--- src/rtl/sc_uart_pkg.sv ---
package sc_uart_pkg;
  typedef enum logic [2:0] {
    ST_IDLE,
    ST_RX_START,
    ST_RX_BIT,
    ST_TX_BIT,
    ST_GUARD
  } sc_state_e;
endpackage

--- src/rtl/sc_line_sync.sv ---
// Synchronizer for the shared line; resets to the released (high) level.
module sc_line_sync #(
  parameter int STAGES = 2
) (
  input  logic clk,
  input  logic rst,
  input  logic din,
  output logic dout
);
  logic [STAGES-1:0] pipe;

  always_ff @(posedge clk) begin
    if (rst) pipe <= '1;
    else     pipe <= {pipe[STAGES-2:0], din};
  end

  assign dout = pipe[STAGES-1];
endmodule

--- src/rtl/sc_char_codec.sv ---
// Maps logical bytes to line bit patterns and back, for both conventions.
module sc_char_codec #(
  parameter int DATA_W = 8
) (
  input  logic              inverse,
  input  logic [DATA_W-1:0] tx_byte,
  output logic [DATA_W:0]   tx_line,
  input  logic [DATA_W:0]   rx_line,
  output logic [DATA_W-1:0] rx_byte,
  output logic              rx_par_bad
);
  logic rx_par_logic;

  for (genvar i = 0; i < DATA_W; i++) begin : g_bit
    assign tx_line[i] = inverse ? ~tx_byte[DATA_W-1-i] : tx_byte[i];
    assign rx_byte[i] = inverse ? ~rx_line[DATA_W-1-i] : rx_line[i];
  end

  assign tx_line[DATA_W] = inverse ? ~(^tx_byte) : (^tx_byte);
  assign rx_par_logic    = inverse ? ~rx_line[DATA_W] : rx_line[DATA_W];
  assign rx_par_bad      = (^rx_byte) ^ rx_par_logic;
endmodule

--- src/rtl/sc_frame_ctrl.sv ---
// Shared transmit/receive sequencer for the single data line.
module sc_frame_ctrl
  import sc_uart_pkg::*;
#(
  parameter int DATA_W    = 8,
  parameter int OVS       = 16,
  parameter int ERR_TICKS = 24
) (
  input  logic            clk,
  input  logic            rst,
  input  logic            tick,
  input  logic            line_s,
  input  logic            err_en,
  input  logic            tx_req,
  input  logic [DATA_W:0] tx_pattern,
  output logic            tx_ready,
  output logic [DATA_W:0] line_bits,
  input  logic            rx_par_bad,
  output logic            rx_end,
  output logic            tx_done,
  output logic            tx_err,
  output logic            drive_low,
  output logic            tx_active
);
  localparam int NBIT      = DATA_W + 1;
  localparam int HALF      = OVS / 2;
  localparam int WIN_START = OVS;
  localparam int WIN_END   = OVS + ERR_TICKS;
  localparam int WIN_MID   = OVS + ERR_TICKS / 2;
  localparam int GUARD_END = WIN_END + HALF;
  localparam int TC_W      = $clog2(OVS);
  localparam int BN_W      = $clog2(NBIT + 1);
  localparam int G_W       = $clog2(GUARD_END + 1);

  localparam logic [TC_W-1:0] TC_LAST  = TC_W'(OVS - 1);
  localparam logic [TC_W-1:0] TC_MID   = TC_W'(HALF - 1);
  localparam logic [BN_W-1:0] BN_PAR   = BN_W'(NBIT);
  localparam logic [BN_W-1:0] BN_LASTD = BN_W'(DATA_W);
  localparam logic [BN_W-1:0] BN_D0    = BN_W'(1);
  localparam logic [G_W-1:0]  G_HALF   = G_W'(HALF);
  localparam logic [G_W-1:0]  G_WSTART = G_W'(WIN_START);
  localparam logic [G_W-1:0]  G_WEND   = G_W'(WIN_END);
  localparam logic [G_W-1:0]  G_SAMP   = G_W'(WIN_MID - 1);
  localparam logic [G_W-1:0]  G_LAST   = G_W'(GUARD_END - 1);

  sc_state_e       state;
  logic [TC_W-1:0] tc;
  logic [BN_W-1:0] bitn;
  logic [G_W-1:0]  g;
  logic [NBIT-1:0] shreg;
  logic            is_tx;
  logic            drive_nxt;

  always_comb begin
    drive_nxt = 1'b0;
    case (state)
      ST_TX_BIT: drive_nxt = (bitn == '0) ? 1'b1 : ~shreg[0];
      ST_GUARD: begin
        if (is_tx) drive_nxt = (g < G_HALF) && ~shreg[0];
        else       drive_nxt = err_en && rx_par_bad && (g >= G_WSTART) && (g < G_WEND);
      end
      default: drive_nxt = 1'b0;
    endcase
  end

  always_ff @(posedge clk) begin
    if (rst) begin
      state     <= ST_IDLE;
      tc        <= '0;
      bitn      <= '0;
      g         <= '0;
      shreg     <= '0;
      is_tx     <= 1'b0;
      drive_low <= 1'b0;
      tx_done   <= 1'b0;
      tx_err    <= 1'b0;
      rx_end    <= 1'b0;
    end else begin
      drive_low <= drive_nxt;
      tx_done   <= 1'b0;
      rx_end    <= 1'b0;
      case (state)
        ST_IDLE: begin
          if (!line_s) begin
            state <= ST_RX_START;
            tc    <= '0;
            is_tx <= 1'b0;
          end else if (tx_req) begin
            state <= ST_TX_BIT;
            tc    <= '0;
            bitn  <= '0;
            shreg <= tx_pattern;
            is_tx <= 1'b1;
          end
        end
        ST_RX_START: if (tick) begin
          if (tc == TC_MID) begin
            tc <= '0;
            if (line_s) state <= ST_IDLE;
            else begin
              state <= ST_RX_BIT;
              bitn  <= BN_D0;
            end
          end else tc <= tc + 1'b1;
        end
        ST_RX_BIT: if (tick) begin
          if (tc == TC_LAST) begin
            tc    <= '0;
            shreg <= {line_s, shreg[NBIT-1:1]};
            if (bitn == BN_PAR) begin
              state <= ST_GUARD;
              g     <= '0;
            end else bitn <= bitn + 1'b1;
          end else tc <= tc + 1'b1;
        end
        ST_TX_BIT: if (tick) begin
          if (bitn == BN_PAR && tc == TC_MID) begin
            state <= ST_GUARD;
            g     <= '0;
          end else if (tc == TC_LAST) begin
            tc   <= '0;
            bitn <= bitn + 1'b1;
            if (bitn != '0) shreg <= {1'b0, shreg[NBIT-1:1]};
            if (bitn == BN_LASTD && !err_en) begin
              tx_done <= 1'b1;
              tx_err  <= 1'b0;
            end
          end else tc <= tc + 1'b1;
        end
        ST_GUARD: if (tick) begin
          g <= g + 1'b1;
          if (is_tx && err_en && g == G_SAMP) begin
            tx_done <= 1'b1;
            tx_err  <= ~line_s;
          end
          if (g == G_LAST) begin
            state <= ST_IDLE;
            if (!is_tx) rx_end <= 1'b1;
          end
        end
        default: state <= ST_IDLE;
      endcase
    end
  end

  assign tx_ready  = (state == ST_IDLE) && line_s;
  assign line_bits = shreg;
  assign tx_active = is_tx && (state != ST_IDLE);
endmodule

--- src/rtl/sc_uart.sv ---
module sc_uart #(
  parameter int DATA_W      = 8,
  parameter int OVS         = 16,
  parameter int ERR_TICKS   = 24,
  parameter int SYNC_STAGES = 2
) (
  input  logic              clk,
  input  logic              rst,
  input  logic              tick,
  input  logic              cfg_inverse,
  input  logic              cfg_err_en,
  input  logic              tx_valid,
  output logic              tx_ready,
  input  logic [DATA_W-1:0] tx_data,
  output logic              rx_valid,
  input  logic              rx_ready,
  output logic [DATA_W-1:0] rx_data,
  output logic              rx_perr,
  output logic              tx_done,
  output logic              tx_err,
  input  logic              line_in,
  output logic              line_drive_low
);
  logic              line_s;
  logic [DATA_W:0]   tx_pattern;
  logic [DATA_W:0]   line_bits;
  logic [DATA_W-1:0] rx_byte;
  logic              rx_par_bad;
  logic              rx_end;
  logic              tx_active;

  sc_line_sync #(.STAGES(SYNC_STAGES)) sync_i (
    .clk(clk), .rst(rst), .din(line_in), .dout(line_s)
  );

  sc_char_codec #(.DATA_W(DATA_W)) codec_i (
    .inverse(cfg_inverse), .tx_byte(tx_data), .tx_line(tx_pattern),
    .rx_line(line_bits), .rx_byte(rx_byte), .rx_par_bad(rx_par_bad)
  );

  sc_frame_ctrl #(.DATA_W(DATA_W), .OVS(OVS), .ERR_TICKS(ERR_TICKS)) ctrl_i (
    .clk(clk), .rst(rst), .tick(tick), .line_s(line_s), .err_en(cfg_err_en),
    .tx_req(tx_valid), .tx_pattern(tx_pattern), .tx_ready(tx_ready),
    .line_bits(line_bits), .rx_par_bad(rx_par_bad), .rx_end(rx_end),
    .tx_done(tx_done), .tx_err(tx_err), .drive_low(line_drive_low),
    .tx_active(tx_active)
  );

  always_ff @(posedge clk) begin
    if (rst) begin
      rx_valid <= 1'b0;
      rx_data  <= '0;
      rx_perr  <= 1'b0;
    end else if (rx_end) begin
      rx_valid <= 1'b1;
      rx_data  <= rx_byte;
      rx_perr  <= rx_par_bad;
    end else if (rx_ready) begin
      rx_valid <= 1'b0;
    end
  end
endmodule

--- config.mk ---
export PLATFORM = sky130hd
export DESIGN_NAME = sc_uart
export DESIGN_NICKNAME = d
export VERILOG_FILES = /design/src/rtl/sc_uart_pkg.sv /design/src/rtl/sc_line_sync.sv /design/src/rtl/sc_char_codec.sv /design/src/rtl/sc_frame_ctrl.sv /design/src/rtl/sc_uart.sv
export SDC_FILE = /design/constraint.sdc
export NUM_CORES = 1
export LEC_CHECK = 0
export CAP_MARGIN = 10
export CORE_ASPECT_RATIO = 0.7
export CORE_MARGIN = 8
export CORE_UTILIZATION = 25
export CTS_CLUSTER_SIZE = 8
export DETAILED_ROUTE_END_ITERATION = 10
export GPL_TIMING_DRIVEN = 0
export SYNTH_ARGS = -nofsm -noshare
export SYNTH_HDL_FRONTEND = slang
export SYNTH_HIERARCHICAL = 1
export SYNTH_SLANG_ARGS = --single-unit
--- constraint.sdc ---
create_clock -name clk -period 2.1 [get_ports clk]
set_input_delay 0.21 -clock clk [delete_from_list [all_inputs] [get_ports clk]]
set_output_delay 0.21 -clock clk [all_outputs]
set_load 0.02 [all_outputs]
==> flow_summary.json <==
{
  "status": "finished, final reports clean",
  "cp_top_family": "compound AO/OA/AOI/OAI gates",
  "grt-busiest-layer": "met2",
  "via_per_inst": 4.72,
  "clkPwrFrac_pct": 21.3,
  "vias": 2420,
  "row_count": 32,
  "cts_buffer_depth": 2,
  "cpMaxStageDelayCell": "dfxtp_1",
  "p_leak_nw": 1.29,
  "cts_made_buffers": 5,
  "syn_nets": 345,
  "core_mm2": 0.0109,
  "cts.sinks": 43,
  "crit_required_ns": 2.27,
  "hpwl_um": 5290,
  "fin_crit_sh_pct": 94.8,
  "setup_violations": 0,
  "initial_core_util_pct": 25.4,
  "antennaDiodeCount": 0,
  "syn_area_mm2": 0.00277,
  "powerDensity_mw_per_mm2": 1040,
  "use_met2_pct": 15.0,
  "dr.pass1.iters": 4,
  "areaGrowthSynthToFinish_pct": 23.2,
  "worstHoldPathType": "flip-flop to flip-flop",
  "n_fill_cell": 1159,
  "gp_congestion": 0.813,
  "final_common_cell": "dfxtp_1",
  "comb_power_share_pct": 47.1,
  "max_freq_mhz": 502,
  "syn_inst": 324,
  "track_usage_pct": 10.1,
  "critical_path.max_stage_delay_ns": 0.35,
  "routed_wl_um": 7250,
  "drtAntennaViolNets": 0,
  "wire_per_inst_um": 14.1,
  "path_cells": "ha_1, buf_4, nand4_1, a22o_4, a211o_1, buf_4, mux2_4",
  "seqPwrFrac_pct": 31.7,
  "syn_avg_cell_area_um2": 8.55,
  "antenna_found_initial": 0,
  "finalHoldViolCount": 0,
  "clkLatencyLatePin_ns": 0.28,
  "dieHeight_um": 104,
  "cts_tree": "built",
  "dp_cells": 505,
  "switching_share_pct": 37.4,
  "drive_gt1_share_pct": 13.6,
  "fin_nets": 380,
  "yosys_warnings": 6,
  "end_kind": "flip-flop",
  "grt_pass1_wl_um": 12400,
  "worst_pin_slew_ns": 0.700,
  "final_util_pct": 31.3,
  "overflow": 0,
  "clkTransAtPathRegs_ns": 0.06,
  "min_period_ns": 1.99,
  "most-common-layout-cells": "dfxtp_1, a21oi_1, nand2_1, clkdlybuf4s50_1, nor2_1",
  "fin_cells": 513,
  "drt_iter0_drc": 129,
  "worst-setup-path-type": "flip-flop to flip-flop",
  "internal_power_w": 0.00222,
  "maxSlewViolCount": 0,
  "critPathLaunchType": "flip-flop",
  "vdd_ir_drop_max_uv": 357,
  "port_buffers": 28,
  "worstPathMaxFanout": 9,
  "cts-root-buf": "clkbuf_16",
  "timing.critical_path.buf_inv": 2,
  "h-tree-depth": 2,
  "use_met1_pct": 14.2,
  "met3_usage_pct": 1.74,
  "fin_worst_skew_ns": 0.00245,
  "drv_cap": 0,
  "io-pin-count": 30,
  "cts_setup_buffers": 0,
  "grt_pass1_vias": 2432,
  "p_sw_w": 0.00133,
  "worst_path_most_repeated_cell": "buf_4",
  "hold_buffers": 0,
  "slew_headroom_pct": 53.0,
  "dieArea_mm2": 0.0148,
  "die_w_um": 142,
  "grt_max_degree": 13,
  "arrival_ns": 2.16,
  "route.detailed.drc": 0
}
[through the flow]
stage / instance area [um2] / hold WS [ns] / setup TNS (ns) / total power (W) / worst slack (ns)
2_1_floorplan: 2770 / 0.307 / 0 / 0.00239 / 0.199
3_3_place_gp: 3240 / 0.388 / -2.84 / 0.00274 / -0.308
3_5_place_dp: 3240 / 0.407 / -3.05 / 0.00277 / -0.302
4_1_cts: 3380 / 0.423 / 0 / 0.00355 / 0.0318
5_1_grt: 3410 / 0.435 / -0.0232 / 0.00380 / -0.00988
6_report: 3410 / 0.417 / 0 / 0.00355 / 0.110
[state kept, by name (all words and copies together) (netlist names), 2 cells and up]
register and flops:
rx_data 8, ctrl_i/state 3, ctrl_i/bitn 4, ctrl_i/g 6, ctrl_i/tc 4, sync_i/pipe 2, ctrl_i/line_bits 9
[area by class of cell]
cell class	instances	area [um2]	area share [%]
buffer	22	129	3.78
clock inverter	1	5.00	0.147
tap	153	191	5.61
clock buffer	7	133	3.89
inverter	17	63.8	1.87
sequential	43	862	25.3
multi-input combinational	242	1750	51.2
timing repair buffer	28	280	8.22
[per-layer routing]
metal	vias to the layer above	part of all wire [%]
met5	-	0
met4	0	1.3
met3	5	6.5
met2	68	42
met1	1126	50
li1	1221	-
[path summary, 6_finish.rpt]
kind                                  start                          endpoint  slack [ns]  depth (start not counted)
setup / recovery  ctrl_i/tc[1]$_SDFFE_PP0P_  ctrl_i/line_bits[3]$_SDFFE_PP0P_        0.11                          7
hold / removal    sync_i/pipe[0]$_SDFF_PP1_         sync_i/pipe[1]$_SDFF_PP1_        0.42                          1
setup reg to reg  ctrl_i/tc[1]$_SDFFE_PP0P_  ctrl_i/line_bits[3]$_SDFFE_PP0P_        0.11                          7
hold reg to reg   sync_i/pipe[0]$_SDFF_PP1_         sync_i/pipe[1]$_SDFF_PP1_        0.42                          1
[timing repair]
item	4_1_cts	5_1_grt
setup endpoints to repair	2	19
endpoints found under the hold margin	0	0
gates resized for setup	2	7
[power by group through the flow]
stage,logic (W),registers [W],clock network (W)
floorplan,0.00132,0.00107,0
global placement,0.00161,0.00112,0
detailed placement,0.00164,0.00113,0
CTS,0.00165,0.00112,0.000778
global route,0.00185,0.00114,0.000805
finish,0.00167,0.00113,0.000756
[worst register-to-register path: cells and delay by family, from the launching register on]
| family | cells | cell delay (ns) |
|---|---|---|
| compound gates | 2 | 0.58 |
| buf+inv | 2 | 0.36 |
| flops | 1 | 0.35 |
| mux | 1 | 0.31 |
| fa+ha+maj | 1 | 0.15 |
| simple gates | 1 | 0.13 |
Power figures use the tool's default switching activity.
